`config.mk`:
```
export PLATFORM = sky130hd
export DESIGN_NAME = i2c_prim_master
export DESIGN_NICKNAME = d
export VERILOG_FILES = /design/src/rtl/i2c_prim_pkg.sv /design/src/rtl/i2c_prim_tick.sv /design/src/rtl/i2c_prim_regs.sv /design/src/rtl/i2c_prim_engine.sv /design/src/rtl/i2c_prim_master.sv
export SDC_FILE = /design/constraint.sdc
export NUM_CORES = 1
export LEC_CHECK = 0
export CAP_MARGIN = 5
export CORE_ASPECT_RATIO = 1.2
export CORE_MARGIN = 3
export CORE_UTILIZATION = 58
export CTS_CLUSTER_SIZE = 28
export DETAILED_ROUTE_END_ITERATION = 10
export GPL_TIMING_DRIVEN = 0
export PLACE_DENSITY = 0.8
export SLEW_MARGIN = 15
export SYNTH_ARGS = -nofsm -noshare
export SYNTH_HDL_FRONTEND = slang
export SYNTH_SLANG_ARGS = --single-unit
```
`constraint.sdc`:
```
create_clock -name clk -period 2.8 [get_ports clk]
set_input_delay 0.56 -clock clk [delete_from_list [all_inputs] [get_ports clk]]
set_output_delay 0.56 -clock clk [all_outputs]
set_load 0.01 [all_outputs]
```
`src/rtl/i2c_prim_pkg.sv`:
```
package i2c_prim_pkg;

    typedef enum logic [2:0] {
        OP_START = 3'd0,
        OP_STOP  = 3'd1,
        OP_TX    = 3'd2,
        OP_RX    = 3'd3,
        OP_ACK   = 3'd4,
        OP_NAK   = 3'd5,
        OP_RACK  = 3'd6,
        OP_RSVD  = 3'd7
    } op_e;

    localparam logic [1:0] ADDR_CTRL   = 2'd0;
    localparam logic [1:0] ADDR_TXBYTE = 2'd1;
    localparam logic [1:0] ADDR_RXBYTE = 2'd2;
    localparam logic [1:0] ADDR_STATUS = 2'd3;

    localparam int GO_BIT = 4;

    typedef struct packed {
        logic       busy;
        op_e        op;
        logic [2:0] slot;
        logic [1:0] qtr;
        logic [7:0] sh;
        logic       scl_lo;
        logic       sda_lo;
        logic [7:0] rx;
        logic       nak;
    } eng_t;

endpackage

```
`src/rtl/i2c_prim_tick.sv`:
```
module i2c_prim_tick #(
    parameter int QTR_CYCLES = 4
) (
    input  logic clk,
    input  logic rst_n,
    input  logic run,
    output logic tick
);
    localparam int CW = (QTR_CYCLES > 1) ? $clog2(QTR_CYCLES) : 1;
    localparam logic [CW-1:0] LAST = CW'(QTR_CYCLES - 1);

    logic [CW-1:0] cnt_d, cnt_q;

    always_comb begin
        tick  = run && (cnt_q == LAST);
        cnt_d = cnt_q;
        if (!run || tick) begin
            cnt_d = '0;
        end else begin
            cnt_d = cnt_q + 1'b1;
        end
    end

    always_ff @(posedge clk or negedge rst_n) begin
        if (!rst_n) begin
            cnt_q <= '0;
        end else begin
            cnt_q <= cnt_d;
        end
    end
endmodule

```
`src/rtl/i2c_prim_regs.sv`:
```
module i2c_prim_regs
    import i2c_prim_pkg::*;
(
    input  logic       clk,
    input  logic       rst_n,
    input  logic       master_en,
    input  logic       reg_wr,
    input  logic [1:0] reg_addr,
    input  logic [7:0] reg_wdata,
    input  logic       busy,
    input  logic [7:0] rx_byte,
    input  logic       nak,
    output logic [7:0] reg_rdata,
    output logic [2:0] code,
    output logic [7:0] tx_byte,
    output logic       launch,
    output op_e        launch_op
);
    typedef struct packed {
        logic [2:0] code;
        logic [7:0] tx;
    } regs_t;

    regs_t r_d, r_q;
    logic  ctl_wr;

    always_comb begin
        r_d       = r_q;
        ctl_wr    = reg_wr && (reg_addr == ADDR_CTRL) && !busy;
        launch    = ctl_wr && master_en && reg_wdata[GO_BIT]
                    && (reg_wdata[2:0] != OP_RSVD);
        launch_op = op_e'(reg_wdata[2:0]);
        if (ctl_wr) begin
            r_d.code = reg_wdata[2:0];
        end
        if (reg_wr && (reg_addr == ADDR_TXBYTE)) begin
            r_d.tx = reg_wdata;
        end
        case (reg_addr)
            ADDR_CTRL:   reg_rdata = {3'b000, busy, 1'b0, r_q.code};
            ADDR_TXBYTE: reg_rdata = r_q.tx;
            ADDR_RXBYTE: reg_rdata = rx_byte;
            default:     reg_rdata = {7'd0, nak};
        endcase
    end

    always_ff @(posedge clk or negedge rst_n) begin
        if (!rst_n) begin
            r_q <= '0;
        end else begin
            r_q <= r_d;
        end
    end

    assign code    = r_q.code;
    assign tx_byte = r_q.tx;
endmodule

```
`src/rtl/i2c_prim_engine.sv`:
```
module i2c_prim_engine
    import i2c_prim_pkg::*;
(
    input  logic       clk,
    input  logic       rst_n,
    input  logic       launch,
    input  op_e        launch_op,
    input  logic [7:0] tx_byte,
    input  logic       tick,
    input  logic       sda_in,
    output logic       busy,
    output op_e        run_op,
    output logic       scl_lo,
    output logic       sda_lo,
    output logic [7:0] rx_byte,
    output logic       nak
);
    eng_t       e_d, e_q;
    logic [2:0] last_slot;

    always_comb begin
        e_d       = e_q;
        last_slot = ((e_q.op == OP_TX) || (e_q.op == OP_RX)) ? 3'd7 : 3'd0;
        if (!e_q.busy) begin
            if (launch) begin
                e_d.busy = 1'b1;
                e_d.op   = launch_op;
                e_d.slot = '0;
                e_d.qtr  = '0;
                e_d.sh   = tx_byte;
            end
        end else if (tick) begin
            e_d.qtr = e_q.qtr + 2'd1;
            case (e_q.qtr)
                2'd0: begin
                    case (e_q.op)
                        OP_START: e_d.sda_lo = 1'b0;
                        OP_STOP:  begin e_d.scl_lo = 1'b1; e_d.sda_lo = 1'b1; end
                        OP_TX:    begin e_d.scl_lo = 1'b1; e_d.sda_lo = ~e_q.sh[7]; end
                        OP_ACK:   begin e_d.scl_lo = 1'b1; e_d.sda_lo = 1'b1; end
                        default:  begin e_d.scl_lo = 1'b1; e_d.sda_lo = 1'b0; end
                    endcase
                end
                2'd1: begin
                    e_d.scl_lo = 1'b0;
                end
                2'd2: begin
                    case (e_q.op)
                        OP_START: e_d.sda_lo = 1'b1;
                        OP_STOP:  e_d.sda_lo = 1'b0;
                        OP_TX,
                        OP_RX:    e_d.sh = {e_q.sh[6:0], sda_in};
                        OP_RACK:  e_d.nak = sda_in;
                        default:  ;
                    endcase
                end
                default: begin
                    if (e_q.op != OP_STOP) begin
                        e_d.scl_lo = 1'b1;
                    end
                    if (e_q.slot == last_slot) begin
                        e_d.busy = 1'b0;
                        if (e_q.op == OP_RX) begin
                            e_d.rx = e_q.sh;
                        end
                    end else begin
                        e_d.slot = e_q.slot + 3'd1;
                    end
                end
            endcase
        end
    end

    always_ff @(posedge clk or negedge rst_n) begin
        if (!rst_n) begin
            e_q <= '0;
        end else begin
            e_q <= e_d;
        end
    end

    assign busy    = e_q.busy;
    assign run_op  = e_q.op;
    assign scl_lo  = e_q.scl_lo;
    assign sda_lo  = e_q.sda_lo;
    assign rx_byte = e_q.rx;
    assign nak     = e_q.nak;
endmodule

```
`src/rtl/i2c_prim_master.sv`:
```
module i2c_prim_master
    import i2c_prim_pkg::*;
#(
    parameter int QTR_CYCLES = 4,
    parameter int SYNC_STAGES = 2
) (
    input  logic       clk,
    input  logic       rst_n,
    input  logic       master_en,
    input  logic       reg_wr,
    input  logic [1:0] reg_addr,
    input  logic [7:0] reg_wdata,
    output logic [7:0] reg_rdata,
    input  logic       sda_in,
    output logic       scl_oe,
    output logic       sda_oe
);
    logic [SYNC_STAGES-1:0] sync_d, sync_q;
    logic       busy;
    logic       tick;
    logic       launch;
    op_e        launch_op;
    op_e        run_op;
    logic [2:0] code;
    logic [7:0] tx_byte;
    logic [7:0] rx_byte;
    logic       nak;

    generate
        if (SYNC_STAGES > 1) begin : g_sync_chain
            always_comb sync_d = {sync_q[SYNC_STAGES-2:0], sda_in};
        end else begin : g_sync_single
            always_comb sync_d = sda_in;
        end
    endgenerate

    always_ff @(posedge clk or negedge rst_n) begin
        if (!rst_n) begin
            sync_q <= '1;
        end else begin
            sync_q <= sync_d;
        end
    end

    i2c_prim_regs u_regs (
        .clk       (clk),
        .rst_n     (rst_n),
        .master_en (master_en),
        .reg_wr    (reg_wr),
        .reg_addr  (reg_addr),
        .reg_wdata (reg_wdata),
        .busy      (busy),
        .rx_byte   (rx_byte),
        .nak       (nak),
        .reg_rdata (reg_rdata),
        .code      (code),
        .tx_byte   (tx_byte),
        .launch    (launch),
        .launch_op (launch_op)
    );

    i2c_prim_tick #(.QTR_CYCLES(QTR_CYCLES)) u_tick (
        .clk   (clk),
        .rst_n (rst_n),
        .run   (busy),
        .tick  (tick)
    );

    i2c_prim_engine u_engine (
        .clk       (clk),
        .rst_n     (rst_n),
        .launch    (launch),
        .launch_op (launch_op),
        .tx_byte   (tx_byte),
        .tick      (tick),
        .sda_in    (sync_q[SYNC_STAGES-1]),
        .busy      (busy),
        .run_op    (run_op),
        .scl_lo    (scl_oe),
        .sda_lo    (sda_oe),
        .rx_byte   (rx_byte),
        .nak       (nak)
    );
endmodule

```
==> flow_summary.yaml <==
timing:
  tightest_slew_ps: 566
  finClkSkew_ps: 8.34
  tns_ps: 0
  period_share: 0.894
  hold_violations: 0
  rsz0062_at_grt: "no"
  setup_viol: 0
  max-slew-margin-rel: 0.623
  post-route-min-period_ps: 2500
  fmax_mhz: 400
  maxSlewViolCount: 0
pwr:
  power.leakage_nw: 1.18
  p_seq_frac: 0.431
  power_frac_comb: 0.316
  switching_share: 0.331
  power_per_cell_area_nw_per_um2: 767
  ir_drop_mv: 0.525
  power.switching_mw: 0.658
  pwr-share-clk: 0.253
  p_int_mw: 1.33
placed_design:
  dpl.hpwl_um: 3330
  port_buffers: 22
  gp_congestion: 0.817
  placed_area_um2: 2470
logic_synthesis:
  yosys.area.top_type: "dfrtp_1"
  synthArstFlopShare: 1.00
  synth_area_leaders: "dfrtp_1 (47%), mux2_2 (11%), mux2_4 (5.5%)"
  synth_top_family_by_area: "multiplexers"
  yosysSeqAreaShare: 0.495
  syn_inst: 174
  synth-warning-count: 0
  synth_compound_area_frac: 0.127
  yosys.area_share.adder: 0.0345
  syn_area_um2: 2180
  synth_top_area_frac: 0.471
  synth-xor-area-share: 0
  synthMuxAreaShare: 0.202
  synth_top_flop_cell: "dfrtp_1"
  avgSynthCellArea_um2: 12.5
  synthSimpleGateAreaFrac: 0.0989
  yosysUniqueCellTypes: 40
  syn-num-nets: 195
  ys_ff_latch: 43
  synth_edf_count: 0
drt:
  drt-pass1-iter-count: 4
  antenna_left: 0
  wl_per_cell_um: 18.2
  drt-vias-per-instance: 5.96
  drc_errors: 0
  via_count: 1520
  routed_wl_um: 4630
  drt_iter0_markers: 109
setup_path:
  slowest_delay_ps: 540
  cp.depth: 4
  crit_path_cell_trace: "buf_2 -> nor2b_1 -> a22o_1 -> clkdlybuf4s50_1"
  crit_family: "buffers and inverters"
  required_ps: 2240
  critical_path_buf_inv_count: 2
  reg2reg_depth: 5
  cpMaxStageDelayCell: "clkdlybuf4s50_1"
  cp_max_fo: 8
  critical_path_class: "primary input to output port"
  cp-end-kind: "output port"
  critical_path_arrival_ps: 1940
  cp-start-kind: "primary input"
global_routing:
  grt_max_degree: 29
  grt_pass1_wl_um: 7520
  grt_pass1_vias: 1563
  antenna_found_initial: 0
  overflow: 0
  track_usage: 0.228
die:
  start_util: 0.625
  die_area_um2: 4530
  die_x_um: 61.9
  row_count: 23
  die_y_um: 73.1
  pin_count: 25
  core_um2: 3480
final_layout:
  syn2layout_area_growth_pct: 19.1
  n_antenna_cell: 0
  postLayoutCellArea_um2: 2590
  nets: 225
  drive_gt1_frac: 0.244
  fillerInstances: 248
cts:
  clk_pin_slew_ps: 80
  clk-insertion-delay-late_ps: 300
  cts_setup_buffers: 0
  cts_buffers: 5
  cts_sinks: 43
  htree_levels: 2
  cts_hold_buf: 0
  clock_path_buffers: 2
  root_buffer: "clkbuf_8"
  cts_resized: 0
  cts_tree: "yes"
run:
  cap_violations: 0
worst_hold_path:
  hold_path_class: "primary input to asynchronous set/reset pin"
outcome:
  status: "completed"
-- registers in the layout, summed over array words and instances, names as in the netlist, 2 cells and up --
register	flops
sync_q	2
u_engine.e_q	13
u_engine.run_op	3
u_engine.rx_byte	8
u_regs.code	3
u_regs.tx_byte	8
u_tick.cnt_q	2
-- cell usage in the layout (no fill, tap or decap), types with 2 or more instances in the layout --
cell type / instances
buf_6: 2
nor2_1: 5
clkbuf_1: 3
ha_1: 6
dfrtp_1: 41
nand3_1: 2
a22o_1: 12
o221ai_1: 3
buf_2: 2
a21oi_1: 5
buf_4: 3
nand4_1: 2
inv_1: 8
clkdlybuf4s50_1: 21
o21ai_0: 7
nand3b_1: 3
dfstp_2: 2
nand2_1: 9
mux2_4: 8
mux2i_1: 5
and4_1: 2
o22a_1: 2
mux2_2: 21
nand2b_1: 2
clkbuf_8: 6
nor2b_1: 4
-- cells by family (layout without fill, tap and decap cells) --
| kind of cell | count (synthesis) | count (layout) |
|---|---|---|
| compound gates | 36 | 36 |
| fa+ha+maj | 6 | 6 |
| buf+inv | 17 | 48 |
| flops | 43 | 43 |
| mux | 36 | 36 |
| simple gates | 36 | 36 |
-- power groups by stage --
stage	Combinational (mW)	Sequential, mW	Clock, mW
2_1_floorplan	0.428	0.837	0
3_3_place_gp	0.577	0.848	0
3_5_place_dp	0.621	0.866	0
4_1_cts	0.629	0.854	0.507
5_1_grt	0.695	0.874	0.534
6_report	0.629	0.857	0.504
-- path summary, 6_finish.rpt --
kind	from	to	slack (ps)
hold reg to reg	sync_q[0]	sync_q[1]	360
min in group clk	sync_q[0]	sync_q[1]	360
setup reg to reg	u_engine.busy	u_engine.run_op[2]	790
max in group asynchronous	rst_n	sync_q[0]	2080
hold / removal	rst_n	u_regs.tx_byte[6]	170
setup / recovery	reg_addr[1]	reg_rdata[6]	300
-- per-layer routing --
metal	share of wire	GRT usage	up-vias	routed length [µm]
li1	-	-	699	-
met1	0.42	0.284	749	1930
met2	0.51	0.390	59	2380
met3	0.052	0.0389	13	241
met4	0.017	0.0778	0	77
met5	0	0	-	0
-- cells in the mapped netlist, types with 3 or more instances --
master    instances
nand3b_1          3
mux2i_1           5
mux2_2           21
buf_4             3
ha_1              6
dfrtp_1          41
nand2_1           9
nor2_1            5
clkbuf_1          3
o21ai_0           7
inv_1             8
a21oi_1           5
a22o_1           12
o221ai_1          3
mux2_4            8
nor2b_1           4
-- cell type report --
cell class | instances | area, µm² | share of cell area
sequential | 43 | 1080 | 0.416
multi-input combinational | 114 | 1010 | 0.389
timing repair buffer | 23 | 235 | 0.0907
clock buffer | 6 | 82.6 | 0.0319
tap | 50 | 62.6 | 0.0241
buffer | 9 | 61.3 | 0.0236
clock inverter | 2 | 35.0 | 0.0135
inverter | 8 | 30.0 | 0.0116
-- through the flow --
step           hold slack [ps]  instances  utilization  setup WS (ps)  power (mW)
2_1_floorplan              264        174            -            809        1.26
3_3_place_gp               346        246        0.706            150        1.43
3_5_place_dp               347        247        0.711            324        1.49
4_1_cts                    188        255        0.745            283        1.99
5_1_grt                    195        255        0.745            185        2.10
6_report                   171        255        0.745            298        1.99
(Power assumes the default switching activity.)
